**config.mk**
```make
export PLATFORM = sky130hd
export DESIGN_NAME = dual_path_xcvr
export DESIGN_NICKNAME = d
export VERILOG_FILES = /design/src/rtl/dual_path_xcvr.sv
export SDC_FILE = /design/constraint.sdc
export NUM_CORES = 1
export LEC_CHECK = 0
export ABC_CLOCK_PERIOD_IN_PS = 1650
export BUFFER_PORTS_ARGS = -buffer_cell sky130_fd_sc_hd__buf_2
export CORE_ASPECT_RATIO = 0.9
export CORE_MARGIN = 3
export CORE_UTILIZATION = 49
export CTS_CLUSTER_DIAMETER = 50
export DETAILED_ROUTE_END_ITERATION = 10
export GPL_ROUTABILITY_DRIVEN = 0
export PLACE_DENSITY_LB_ADDON = 0.08
export SLEW_MARGIN = 5
export SYNTH_ARGS = -nofsm -noshare
export SYNTH_HDL_FRONTEND = slang
export SYNTH_SLANG_ARGS = --single-unit
export TNS_END_PERCENT = 50
```
**constraint.sdc**
```tcl
create_clock -name clk -period 1.65 [get_ports clk]
set_input_delay 0.0825 -clock clk [delete_from_list [all_inputs] [get_ports clk]]
set_output_delay 0.0825 -clock clk [all_outputs]
set_load 0.02 [all_outputs]
```
**src/rtl/dual_path_xcvr.sv**
```systemverilog
module dual_path_xcvr #(
  parameter int W = 18
) (
  input  logic         clk,
  input  logic         rst,
  input  logic [W-1:0] a_in,
  input  logic         ab_le,
  input  logic         ab_clk,
  input  logic         ab_clk_en_n,
  input  logic         ab_oe_n,
  input  logic [W-1:0] b_in,
  input  logic         ba_le,
  input  logic         ba_clk,
  input  logic         ba_clk_en_n,
  input  logic         ba_oe_n,
  output logic [W-1:0] b_out,
  output logic         b_drive,
  output logic [W-1:0] a_out,
  output logic         a_drive
);

  logic [W-1:0] ab_q, ba_q;
  logic         ab_clk_d, ba_clk_d;
  logic         b_en_q, a_en_q;
  logic         ab_load, ba_load;

  assign ab_load = ab_le | (ab_clk & ~ab_clk_d & ~ab_clk_en_n);
  assign ba_load = ba_le | (ba_clk & ~ba_clk_d & ~ba_clk_en_n);

  always_ff @(posedge clk) begin
    if (rst) begin
      ab_q     <= '0;
      ab_clk_d <= 1'b1;
      b_en_q   <= 1'b0;
    end else begin
      if (ab_load) ab_q <= a_in;
      ab_clk_d <= ab_clk;
      b_en_q   <= ~ab_oe_n;
    end
  end

  always_ff @(posedge clk) begin
    if (rst) begin
      ba_q     <= '0;
      ba_clk_d <= 1'b1;
      a_en_q   <= 1'b0;
    end else begin
      if (ba_load) ba_q <= b_in;
      ba_clk_d <= ba_clk;
      a_en_q   <= ~ba_oe_n;
    end
  end

  assign b_out   = ab_q;
  assign b_drive = b_en_q;
  assign a_out   = ba_q;
  assign a_drive = a_en_q;

endmodule


```
After elaboration in Yosys (flattened, before gate mapping)
Cells that the tools add are included.

Bits in latches: 0. Output and inout port bits: 38. Word-level logic and storage cells: 18. Memories kept: 0. Bits in writable memories: 0. Register bits: 40. ROM bits: 0.

Equal/unequal tests: 0. Order comparisons: 0. Reduce and logical (&&, ||, !) cells: 0. Bitwise operators: 12. Add/sub/neg operators: 0. Muxes and demuxes: 0. Shifts and indexed selects: 0. Div/mod/pow operators: 0. Multipliers: 0.

Operator list (number): $not 1->1 (6); $and 1x1->1 (4); $or 1x1->1 (2).

Longest topological paths before layout
Depth after elaboration: 4. Depth in mapped cells: 5. Gate-level depth less buffers: 3.

Least setup slack after synthesis
OpenSTA, ideal clock, no wires.

Kind: flip-flop to flip-flop. Start: register ba_clk_d. End: register ba_q[10], in the netlist a_out[10]. Library setup time: 0.072 ns. Path slack: 0.632 ns. Cell stages (with the launch flop): 6. Data required time: 1.578 ns. Buffers on the path: 2. Data arrival time: 0.946 ns. Cells stage by stage: dfxtp_1 -> nor2_1 -> a21oi_1 -> buf_6 -> buf_12 -> mux2i_1.

Cells in the longest elaborated chain, start to end: 4.

RTL lines: start, declared (line 23) `logic ab_clk_d, ba_clk_d;`; start signal, assigned (line 49) `ba_clk_d <= ba_clk;`; $not 1->1 (line 28) `assign ba_load = ba_le | (ba_clk & ~ba_clk_d & ~ba_clk_en_n);`; $and 1x1->1 (2 in series) (line 28); $or 1x1->1 (line 28); end signal, assigned (line 48) `if (ba_load) ba_q <= b_in;`; end, declared (line 22) `logic [W-1:0] ab_q, ba_q;`.

Every way passes these cells. A chain may end at the register's enable or synchronous reset.

Final worst setup path
Start: register ab_clk_d. End: register ab_q[14], in the netlist b_out[14].

Cells in the longest elaborated chain, start to end: 4.

RTL lines: start, declared (line 23); start signal, assigned (line 37) `ab_clk_d <= ab_clk;`; $not 1->1 (line 27) `assign ab_load = ab_le | (ab_clk & ~ab_clk_d & ~ab_clk_en_n);`; $and 1x1->1 (2 in series) (line 27); $or 1x1->1 (line 27); end signal, assigned (line 36) `if (ab_load) ab_q <= a_in;`; end, declared (line 22).

Every way passes these cells.

==> metrics.md <==
| Metric | Value |
|---|---|
| Slew Limit Headroom | 44.1% |
| Sequential Power Share | 50.5% |
| Routed Antenna Nets | 0 |
| Pwr Density | 931 nW/um2 |
| TritonCTS clock tree | done |
| HP Start | ba_clk |
| Worst Hold Class | primary input to register |
| Cell count after synthesis | 168 |
| Synth-to-Final Area Change | 29.2% |
| # IOs | 84 |
| Top-count cell post-synth | nand2b_1 |
| Leak pwr | 1.12 nW |
| # DRC | 0 |
| Die W | 68.9 um |
| Yosys warning total | 0 |
| Flops & latches, synth | 40 |
| Yosys top cell area share | 45.8% |
| Placed Instance Area | 2140 um2 |
| Drt total wl | 3680 um |
| Post-synth EDFFs | 0 |
| WHS | 0.0338 ns |
| Final setup vio count | 0 |
| Post-synth top cells | nand2b_1 (72), dfxtp_1 (40), mux2i_1 (36) |
| CTS Buf Count | 5 |
| Post-synthesis average cell area | 10.4 um2 |
| Reg-to-reg critical path endpoint | b_out[14] |
| Root buffer cell | clkbuf_8 |
| RSZ-0062 raised after global routing | false |
| FF-to-FF path depth | 4 |
| Detailed Routing Iterations Pass 1 | 3 |
| Core Footprint | 3230 um2 |
| CTS Buffer Depth | 2 |
| Worst-skew pair later-pin latency | 0.28 ns |
| Fraction of layout cells with a size suffix above 1 | 38.4% |
| Ant. Diodes | 0 |
| Worst setup EP type | register |
| Die area | 4320 um2 |
| Setup repair bufs after CTS | 0 |
| WHS Path Cells | 2 |
| Syn nets | 214 |
| Synth Cell Area | 1750 um2 |
| Port-buffer cells | 83 |
| Sw Ratio | 25.2% |
| Critical path cell sequence | nor2_1, a21oi_2, buf_4, mux2i_1 |
| Global-route wire length before repair | 5720 um |
| Fmax achieved | 893 MHz |
| R2r setup slk | 0.53 ns |
| Hpwl dp | 2690 um |
| CP max stage cell | dfxtp_1 |
| Synth async-reset ratio | 0% |
| Psw | 0.000529 W |
| Min Tclk post-route | 1.12 ns |
| Setup tns final | 0 ns |
| Synth area leaders | dfxtp_1 (46%), nand2b_1 (26%), mux2i_1 (21%), buf_12 (2.3%), buf_6 (1.3%) |
| Fin nets | 296 |
| Worst-path clk slew | 0.07 ns |
| Filler Cell Count | 283 |
| Post-cts sizing count | 0 |
| Register Area | 801 um2 |
| Buf/Inv on CP | 1 |
| Largest net degree at the start of global routing | 77 |
| Initial Util | 54.0% |
| Clk network pwr share | 32.2% |
| Worst Hold Path EP | ba_clk_d |
| # H-tree levels | 2 |
| Sink Count | 40 |
| Max-slew violation total from the final report | 0 |
| Global route overflow | 0 |
| Internal Power | 0.00157 W |
| Final core occ | 69.8% |
| Outcome | finished, final reports clean |
| Initial antenna violation count | 0 |
| Via count | 1,347 |
| Initial DRC Count | 38 |
| Final Instance Area | 2260 um2 |
| Number of global-route vias before repair | 1,294 |
| Height of the die | 62.6 um |
| Largest delay share family, worst path | flip-flops |
| Multi-input logic area | 856 um2 |
| Final Skew | 0.00125 ns |
| Drt wl/cell | 12.6 um |
| Primary FF master, synth | dfxtp_1 |
| Combinational power share | 17.3% |
| WP data arrival | 1.32 ns |
| Row Count | 19 |
| Library cells used by synthesis | 11 |
| Max IR drop VDD | 0.000653 V |
| Worst slew pin tran | 0.839 ns |
| WS Path Type | register to register |
| Via/cell ratio | 4.61 |
| Sequential area share after synthesis | 45.8% |
| Max Cap Viol | 0 |
| Critical path peak fanout | 18 |
| Reg-to-Reg Start | ab_clk_d |
| Period utilization | 67.9% |
| WP data required | 1.85 ns |
| Synth area leader | dfxtp_1 |
| Startpoint Class | register |
| Total GRT Usage | 17.2% |
| CP max stage delay | 0.32 ns |
| Final hold vios | 0 |
-- flip-flops by register name, indices dropped and copies added, names as in the netlist --
register,cells
a_out,18
ba_clk_d,1
a_drive,1
b_drive,1
ab_clk_d,1
b_out,18
-- cell families (layout without fill, tap and decap cells) --
kind of cell | count (synthesis) | after routing | share of synthesized area (%)
AOI/OAI and AO/OA | 2 | 2 | 0.573
buffers and inverters | 12 | 94 | 5.59
DFF | 40 | 40 | 45.8
muxes | 36 | 36 | 20.6
and+or+nand+nor | 78 | 78 | 27.4
-- how the worst max path moves through the flow --
stage                  start         to  slack (ns)  depth (start not counted)
floorplan           ba_clk_d  a_out[10]        0.63                          5
global placement         rst  b_out[16]        0.60                          3
CTS                 ab_clk_d  b_out[14]        0.51                          4
global route        ba_clk_d   a_out[4]        0.44                          4
finish              ab_clk_d  b_out[14]        0.53                          4
detailed placement       rst   b_out[1]        0.48                          3
-- layout by cell type (no fill, tap or decap) --
cell           count
nor2_1             4
dlygate4sd3_1      2
buf_4              2
or2_2              2
nand2b_1          72
clkbuf_8           7
buf_2             83
a21oi_2            2
mux2i_1           36
dfxtp_1           40
-- layer usage --
layer,up-vias,part of all wire [%],GRT usage (%)
met5,-,0,0
met4,0,0.33,5.84
met3,2,8.9,4.86
met2,50,49,30.4
met1,594,42,19.1
li1,701,-,-
-- per-stage QoR --
stage / power [W] / cells / worst slack [ns]
after global placement: 0.00143 / 283 / 0.596
after global routing: 0.00222 / 292 / 0.438
final: 0.00210 / 292 / 0.530
after CTS: 0.00213 / 292 / 0.512
after floorplan: 0.00132 / 168 / 0.632
after detailed placement: 0.00145 / 283 / 0.482
-- layout make-up --
cell class | count | area share [%]
repair buffers | 87 | 20.0
flip-flops and latches | 40 | 35.5
well taps | 42 | 2.33
multi-input cells | 116 | 37.9
clock buffers | 7 | 4.27
-- power groups by stage --
stage / Clock (W) / Sequential (W) / Combinational (W)
finish: 0.000676 / 0.00106 / 0.000364
global route: 0.000754 / 0.00107 / 0.000395
CTS: 0.000702 / 0.00106 / 0.000369
detailed placement: 0 / 0.00108 / 0.000363
global placement: 0 / 0.00108 / 0.000350
floorplan: 0 / 0.00116 / 0.000165
-- what timing repair did --
item / 4_1_cts / 5_1_grt
endpoints found under the hold margin: 2 / 0
hold buffers: 2 / 0
setup endpoints to repair: 0 / 0
(Power assumes the default switching activity.)
